[config.mk]
export PLATFORM = sky130hd
export DESIGN_NAME = serbus_master
export DESIGN_NICKNAME = d
export VERILOG_FILES = /design/src/rtl/serbus_pkg.sv /design/src/rtl/serbus_rate_gen.sv /design/src/rtl/serbus_shifter.sv /design/src/rtl/serbus_master.sv
export SDC_FILE = /design/constraint.sdc
export NUM_CORES = 1
export LEC_CHECK = 0
export BUFFER_PORTS_ARGS = -buffer_cell sky130_fd_sc_hd__buf_2
export CAP_MARGIN = 20
export CELL_PAD_IN_SITES_DETAIL_PLACEMENT = 1
export CELL_PAD_IN_SITES_GLOBAL_PLACEMENT = 1
export CORE_AREA = 4 4 95 97
export DETAILED_ROUTE_END_ITERATION = 8
export DIE_AREA = 0 0 99 101
export PLACE_DENSITY_LB_ADDON = 0.1
export SLEW_MARGIN = 20
export SYNTH_ARGS = -nofsm -noshare
export SYNTH_HDL_FRONTEND = slang
export SYNTH_SLANG_ARGS = --single-unit
[constraint.sdc]
create_clock -name clk -period 2.9 [get_ports clk]
set_clock_uncertainty 0.1 [all_clocks]
set_input_delay 0.29 -clock clk [delete_from_list [all_inputs] [get_ports clk]]
set_output_delay 0.29 -clock clk [all_outputs]
set_load 0.01 [all_outputs]
[src/rtl/serbus_pkg.sv]
package serbus_pkg;
   localparam logic [4:0] OFS_STAT = 5'd0;
   localparam logic [4:0] OFS_CMD  = 5'd12;
   localparam logic [4:0] OFS_DATA = 5'd16;

   localparam int STAT_DONE_BIT = 3;
   localparam int STAT_RATE_LSB = 4;
   localparam int STAT_DEV_LSB  = 7;
   localparam int RATE_W        = 3;
   localparam int RATE_TOP      = 5;

   localparam int CMD_GO_BIT   = 0;
   localparam int CMD_MODE_BIT = 1;
   localparam int CMD_DIR_LSB  = 2;
   localparam int CMD_LEN_LSB  = 4;
   localparam int LEN_W        = 2;

   typedef enum logic [1:0] {
      DIR_RD  = 2'd0,
      DIR_WR  = 2'd1,
      DIR_RS2 = 2'd2,
      DIR_RS3 = 2'd3
   } dir_e;
endpackage

[src/rtl/serbus_rate_gen.sv]
module serbus_rate_gen #(
   parameter int REF_MHZ  = 64,
   parameter int CODE_W   = 3,
   parameter int MAX_CODE = 5
) (
   input  logic              clk,
   input  logic              rst_n,
   input  logic              run,
   input  logic [CODE_W-1:0] code,
   output logic              tick
);
   localparam int HALF0 = REF_MHZ / 2;
   localparam int CNT_W = $clog2(HALF0 + 1);

   logic [CODE_W-1:0] eff_code;
   logic [CNT_W-1:0]  half_len;
   logic [CNT_W-1:0]  cnt_q;
   logic              at_end;

   always_comb begin
      eff_code = (code > CODE_W'(MAX_CODE)) ? CODE_W'(MAX_CODE) : code;
      half_len = CNT_W'(HALF0 >> eff_code);
      at_end   = (cnt_q == half_len - 1'b1);
   end

   always_ff @(posedge clk or negedge rst_n) begin
      if (!rst_n)           cnt_q <= '0;
      else if (!run)        cnt_q <= '0;
      else if (at_end)      cnt_q <= '0;
      else                  cnt_q <= cnt_q + 1'b1;
   end

   assign tick = run && at_end;
endmodule

[src/rtl/serbus_shifter.sv]
module serbus_shifter #(
   parameter int DATA_W = 32,
   parameter int LEN_W  = 2
) (
   input  logic              clk,
   input  logic              rst_n,
   input  logic              start,
   input  logic              is_write,
   input  logic [LEN_W-1:0]  len_m1,
   input  logic              load,
   input  logic [DATA_W-1:0] load_val,
   input  logic              miso,
   input  logic              tick,
   output logic              busy,
   output logic              sclk,
   output logic              mosi,
   output logic [DATA_W-1:0] data,
   output logic              done
);
   localparam int BCNT_W = $clog2(DATA_W + 1);

   logic              busy_q, sclk_q, wr_q, samp_q;
   logic [BCNT_W-1:0] bits_q, last_q;
   logic [DATA_W-1:0] data_q;
   logic              at_last;

   assign at_last = (bits_q == last_q);
   assign done    = busy_q && tick && sclk_q && at_last;

   always_ff @(posedge clk or negedge rst_n) begin
      if (!rst_n) begin
         busy_q <= 1'b0;
         sclk_q <= 1'b0;
         wr_q   <= 1'b0;
         samp_q <= 1'b0;
         bits_q <= '0;
         last_q <= '0;
         data_q <= '0;
      end else if (!busy_q) begin
         sclk_q <= 1'b0;
         if (start) begin
            busy_q <= 1'b1;
            wr_q   <= is_write;
            bits_q <= '0;
            last_q <= BCNT_W'({len_m1, 3'b111});
         end else if (load) begin
            data_q <= load_val;
         end
      end else if (tick) begin
         if (!sclk_q) begin
            sclk_q <= 1'b1;
            samp_q <= wr_q ? 1'b0 : miso;
         end else begin
            sclk_q <= 1'b0;
            data_q <= {data_q[DATA_W-2:0], samp_q};
            if (at_last) busy_q <= 1'b0;
            else         bits_q <= bits_q + 1'b1;
         end
      end
   end

   assign busy = busy_q;
   assign sclk = sclk_q;
   assign mosi = busy_q && wr_q && data_q[DATA_W-1];
   assign data = data_q;
endmodule

[src/rtl/serbus_master.sv]
module serbus_master
   import serbus_pkg::*;
#(
   parameter int REF_MHZ = 64,
   parameter int N_DEV   = 3,
   parameter int DATA_W  = 32,
   parameter int ADDR_W  = 5
) (
   input  logic              clk,
   input  logic              rst_n,
   input  logic              reg_wr,
   input  logic [ADDR_W-1:0] reg_addr,
   input  logic [DATA_W-1:0] reg_wdata,
   output logic [DATA_W-1:0] reg_rdata,
   output logic              ser_clk,
   output logic              ser_mosi,
   input  logic              ser_miso,
   output logic [N_DEV-1:0]  ser_cs_n
);
   if (REF_MHZ < 64 || (REF_MHZ % 64) != 0)
      $error("REF_MHZ must be a positive multiple of 64");
   if (N_DEV < 1 || N_DEV > 3)
      $error("N_DEV must lie in 1..3 to fit the select field");
   if (DATA_W != 32)
      $error("DATA_W must be 32");
   if (ADDR_W != 5)
      $error("ADDR_W must be 5");

   logic             wr_stat, wr_cmd, wr_data, start_ok;
   logic [N_DEV-1:0] dev_q;
   logic [RATE_W-1:0] rate_q;
   logic             done_q;
   logic             cmd_mode_q;
   dir_e             cmd_dir_q;
   logic [LEN_W-1:0] cmd_len_q;
   logic             xfer_busy, xfer_done, tick, xfer_is_wr;
   logic [DATA_W-1:0] xfer_data;
   dir_e             new_dir;

   assign wr_stat = reg_wr && (reg_addr == OFS_STAT);
   assign wr_cmd  = reg_wr && (reg_addr == OFS_CMD);
   assign wr_data = reg_wr && (reg_addr == OFS_DATA);
   assign new_dir = dir_e'(reg_wdata[CMD_DIR_LSB +: 2]);
   assign start_ok = wr_cmd && !xfer_busy && reg_wdata[CMD_GO_BIT]
                     && !reg_wdata[CMD_MODE_BIT]
                     && (new_dir == DIR_RD || new_dir == DIR_WR);
   assign xfer_is_wr = (cmd_dir_q == DIR_WR);

   always_ff @(posedge clk or negedge rst_n) begin
      if (!rst_n) begin
         dev_q      <= '0;
         rate_q     <= '0;
         done_q     <= 1'b0;
         cmd_mode_q <= 1'b0;
         cmd_dir_q  <= DIR_RD;
         cmd_len_q  <= '0;
      end else begin
         if (wr_stat) begin
            dev_q  <= reg_wdata[STAT_DEV_LSB +: N_DEV];
            rate_q <= reg_wdata[STAT_RATE_LSB +: RATE_W];
         end
         if (xfer_done)
            done_q <= 1'b1;
         else if (wr_stat && reg_wdata[STAT_DONE_BIT])
            done_q <= 1'b0;
         if (start_ok) begin
            cmd_mode_q <= reg_wdata[CMD_MODE_BIT];
            cmd_dir_q  <= new_dir;
            cmd_len_q  <= reg_wdata[CMD_LEN_LSB +: LEN_W];
         end
      end
   end

   serbus_rate_gen #(
      .REF_MHZ (REF_MHZ),
      .CODE_W  (RATE_W),
      .MAX_CODE(RATE_TOP)
   ) u_rate (
      .clk  (clk),
      .rst_n(rst_n),
      .run  (xfer_busy),
      .code (rate_q),
      .tick (tick)
   );

   serbus_shifter #(
      .DATA_W(DATA_W),
      .LEN_W (LEN_W)
   ) u_shift (
      .clk     (clk),
      .rst_n   (rst_n),
      .start   (start_ok),
      .is_write(new_dir == DIR_WR),
      .len_m1  (reg_wdata[CMD_LEN_LSB +: LEN_W]),
      .load    (wr_data),
      .load_val(reg_wdata),
      .miso    (ser_miso),
      .tick    (tick),
      .busy    (xfer_busy),
      .sclk    (ser_clk),
      .mosi    (ser_mosi),
      .data    (xfer_data),
      .done    (xfer_done)
   );

   for (genvar gi = 0; gi < N_DEV; gi++) begin : g_cs
      assign ser_cs_n[gi] = ~dev_q[gi];
   end

   always_comb begin
      reg_rdata = '0;
      unique case (reg_addr)
         OFS_STAT: begin
            reg_rdata[STAT_DEV_LSB +: N_DEV]   = dev_q;
            reg_rdata[STAT_RATE_LSB +: RATE_W] = rate_q;
            reg_rdata[STAT_DONE_BIT]           = done_q;
         end
         OFS_CMD: begin
            reg_rdata[CMD_GO_BIT]             = xfer_busy;
            reg_rdata[CMD_MODE_BIT]           = cmd_mode_q;
            reg_rdata[CMD_DIR_LSB +: 2]       = cmd_dir_q;
            reg_rdata[CMD_LEN_LSB +: LEN_W]   = cmd_len_q;
         end
         OFS_DATA: reg_rdata = xfer_data;
         default:  reg_rdata = '0;
      endcase
   end
endmodule

# Word-level counts from Yosys, hierarchy flattened
# Index checks and enable logic that the tools add are counted.
# Widths: inputs -> output; s select.
# op_classes
add_sub_neg	3
order_cmp	1
n_eq_ne	9
shifts	1
muxes	28
bitwise_logic	5
n_reduce_logical	26
# ops
cell	count
$mux 32	5
$mux 6	7
$mux 22	1
$logic_and 1x1->1	14
$add 6x1->6 const B	2
$mux 1	11
$pmux 3 s3	1
$pmux 4 s2	1
$reduce_and 4->1	2
$eq 6x5->1	1
$eq 6x6->1	1
$pmux 3 s2	1
$reduce_bool 2->1	3
$shr 6x3->6 const A	1
$sub 6x1->6 const B	1
$eq 5x4->1 const B	1
$eq 5x5->1 const B	1
$logic_not 5->1	1
$not 1->1	5
$ne 2x1->1 const B	2
$ne 2x2->1 const B	2
$gt 3x3->1 const B	1
$mux 3	1
$reduce_and 3->1	1
other kinds (5)	6
# totals
ff_bits	65
input_bits	41
output_inout_bits	37
word_cells	87

# Depth between registers and ports, before layout
# depth
ltp_word	10
mapped_depth	9

# Cells and area by module
# From an unflattened synthesis, not the netlist that was laid out.
# hier_totals
hier_cells	332
hier_area_um2	3384.5
# by_module_without_submodules
module	instances	cells_each	area_each_um2	seq_area_each_um2
serbus_shifter	1	212	2184.6	1126.1
serbus_master	1	81	823.3	300.3
serbus_rate_gen	1	39	376.6	150.1

# Least setup slack after synthesis
# OpenSTA, ideal clock, no wires.
# synth_path
path_type	reg-to-reg
startpoint	register u_shift.bits_q[2]
endpoint	register u_shift.bits_q[4]
arrival_ps	1833
setup_slack_ps	856
path_stages_with_launch	7
path_buffers	0
synth_period_minus_slack_ps	2044
cell_sequence	dfrtp_1 -> or4_4 -> a2111oi_4 -> o21ai_2 -> a41oi_1 -> o21ai_1 -> o41ai_1
# synth_between
elab_chain_len	5
# synth_rtl
element	line	source
from (decl)	serbus_shifter.sv:23	logic [BCNT_W-1:0] bits_q, last_q;
from (signal assigned)	serbus_shifter.sv:57	else bits_q <= bits_q + 1'b1;
$add 6x1->6	serbus_shifter.sv:57	
$mux 6	serbus_shifter.sv:56	if (at_last) busy_q <= 1'b0;
$mux 6	serbus_shifter.sv:50	if (!sclk_q) begin
$mux 6	serbus_shifter.sv:49	end else if (tick) begin
$mux 6	serbus_shifter.sv:39	end else if (!busy_q) begin
# Several ways; a longest one is shown, not always the timed one. The select of a mux whose other input is x is not followed.
# A chain may end at the register's enable or synchronous reset.

# Final worst setup path
# Same ends and word-level chain as after synthesis.

==> reports/results.ini <==
[worst_setup_path]
crit_path_top_delay_cell=or4_4
crit_type=flop to flop
endpoint=u_shift.bits_q[4]
worst_setup_path_end_kind=flop
cp_data_required_time_ns=3.03
reg2reg_from=u_shift.bits_q[2]
cp_max_fo=9
max_stage_delay_ns=0.58
crit_path_start_kind=flop
crit_chain=or4_4, a2111oi_4, o21ai_2, a41oi_1, o21ai_1, o41ai_1
ff2ff_path_depth=6
crit_start=u_shift.bits_q[2]
r2r_setup_slack_ns=0.56
worstReg2RegEnd=u_shift.bits_q[4]
arrival_ns=2.47

[power_and_ir_drop]
ir_drop_uv=318
p_per_area_nw_per_um2=811
total_power_w=0.00321
p_leak_nw=1.88

[route]
drc=0
drt_iter0_markers=113
post_drt_wl_per_cell_microns=17.7
drtPass1Iterations=5
postRouteAntennaNets=0
wirelength_microns=8760
viasPerCell=5.39
vias=2671

[min_path]
min_path_type=primary input to async pin

[floorplanning]
start_util=0.405
dieArea_sq_um=10000
die_x_microns=99
core_sq_um=8130
io-pin-count=78
rows=33
die_y_microns=101

[global_route]
antenna_found_initial=0
grt_use_total=0.183
grt_pass1_wl_microns=14500
grt_remaining_overflow=0
grt_max_degree=64
grt_pass1_vias=2856

[place]
hpwl_microns=6080
dp.cells=480
place_congestion=0.776
io_buffers=77
placed_cell_area_sq_um=3780

[yosys]
synthTopCellsByArea=dfrtp_1, o22a_1, o21a_1
ys_warn_count=0
postSynthCellCount=310
synthMostInstantiatedCell=dfrtp_1
syn_area_per_cell_sq_um=10.6
synth_edf_count=0
ys.flop_type=dfrtp_1
synth_nets=353
ys_ff_latch=63
syn-cell-area_sq_um=3300
synth.distinct_cells=55
yosysSeqAreaShare=0.478
synth_largest_area_cell=dfrtp_1
yosys-top-cells-count=dfrtp_1, o21a_1, o22a_1
yosysTopAreaCellShare=0.478
async_reset_ff_frac=1.00

[timing]
setup_violations=0
post-route-min-period_ns=2.34
report.final.slew_viol_count=0
worst_slew_pin_slew_ns=0.837
grt_setup_unrepaired=false
post-route-period-util=0.806
fmax_ghz=0.428
tns_ns=0
maxSlewHeadroom=0.442
hold_viol=0

[layout]
fill_cells=930
diodes=0
multi_input_area_sq_um=1600
finish.utilization=0.487
stdcell_count=496
final_area_sq_um=3960
layout-drive-gt1-share=0.309
area.growth.synth_to_final_pct=20.1
num-nets-final=429
regArea_sq_um=1580

[cts]
clk_latency_ns=0.34
cts_sinks=63
postCtsHoldBufs=0
post_cts_resize_count=0
clk_pin_slew_ns=0.07
clk_path_buf_depth=2
post_cts.repair.setup_buffers=0
root_buffer=clkbuf_8
numCtsBuffers=9
tritoncts=built
htreeDepth=3

[status]
status=completed

[flow_run]
max_cap_viol_count=0

## metal layers
metal	GRT usage	part of all wire	up-vias
met4	0.0588	0.012	0
met1	0.243	0.47	1325
met2	0.296	0.47	60
met3	0.0415	0.044	9
met5	0	0	-
li1	-	-	1277
## cells by family (layout without fill, tap and decap cells)
family / after synthesis / count (layout) / share of synthesized area
buf+inv: 27 / 108 / 0.0372
fa+ha+maj: 2 / 2 / 0.00759
compound gates: 94 / 94 / 0.231
mux: 14 / 14 / 0.0451
xor+xnor: 8 / 8 / 0.0212
simple gates: 102 / 102 / 0.180
flops: 63 / 63 / 0.478
## final cells by class
| cell class | count | share of cell area |
|---|---|---|
| inverters | 9 | 0.00853 |
| clock inverters | 3 | 0.00442 |
| multi-input cells | 220 | 0.404 |
| clock buffers | 13 | 0.0401 |
| repair buffers | 83 | 0.112 |
| flip-flops and latches | 63 | 0.398 |
| well taps | 105 | 0.0332 |
## worst min-delay path by stage
stage,end,startpoint,slack (ns),cells after the start
after detailed placement,cmd_dir_q[0],cmd_dir_q[0],0.37,2
after CTS,u_shift.last_q[2],rst_n,0.07,2
after global routing,u_shift.bits_q[3],rst_n,0.08,2
after global placement,cmd_len_q[0],cmd_len_q[0],0.36,2
final,u_shift.bits_q[2],rst_n,0.003,2
after floorplan,cmd_dir_q[0],rst_n,-0.11,0
## cells in the final DEF (no fill, tap or decap), types with 3 or more instances in the layout
cell type,n
buf_2,77
dfrtp_1,63
o22a_1,31
o21a_1,31
and2_1,26
nand2_1,25
nor2_1,14
clkbuf_8,11
inv_1,9
o21ai_0,8
mux2i_1,7
mux2_2,7
xnor2_1,5
buf_4,5
a22o_1,3
nor2b_1,3
a21oi_1,3
o21ai_1,3
nand3_1,3
xor2_1,3
nand4_1,3
## through the flow
stage                     hold WS [ns]  setup slack, ns
after floorplan                 -0.106            0.856
after global placement           0.361            0.600
after detailed placement         0.372            0.560
after CTS                       0.0703            0.536
after global routing            0.0845            0.385
final                          0.00262            0.562
## critical path: cells and delay by family (launching register included)
kind	cells	cell delay, ns
DFF	1	0.47
AOI/OAI and AO/OA	5	1.07
and+or+nand+nor	1	0.58
## power breakdown
| part | leakage (nW) | total [W] | internal [W] | switching (W) |
|---|---|---|---|---|
| clock network | 0.0894 | 0.000696 | 0.000355 | 0.000341 |
| logic | 0.983 | 0.000991 | 0.000533 | 0.000458 |
| registers | 0.808 | 0.00153 | 0.00121 | 0.000319 |
| total | 1.88 | 0.00321 | 0.00209 | 0.00112 |
## sequential cells by signal, summed over array words and instances, names as in the netlist, 2 cells and up
| register | count |
|---|---|
| dev_q | 3 |
| u_rate.cnt_q | 6 |
| cmd_len_q | 2 |
| u_shift.bits_q | 6 |
| rate_q | 3 |
| u_shift.last_q | 3 |
| cmd_dir_q | 2 |
| u_shift.data | 32 |
No activity file was read; power rests on OpenSTA's default activity.
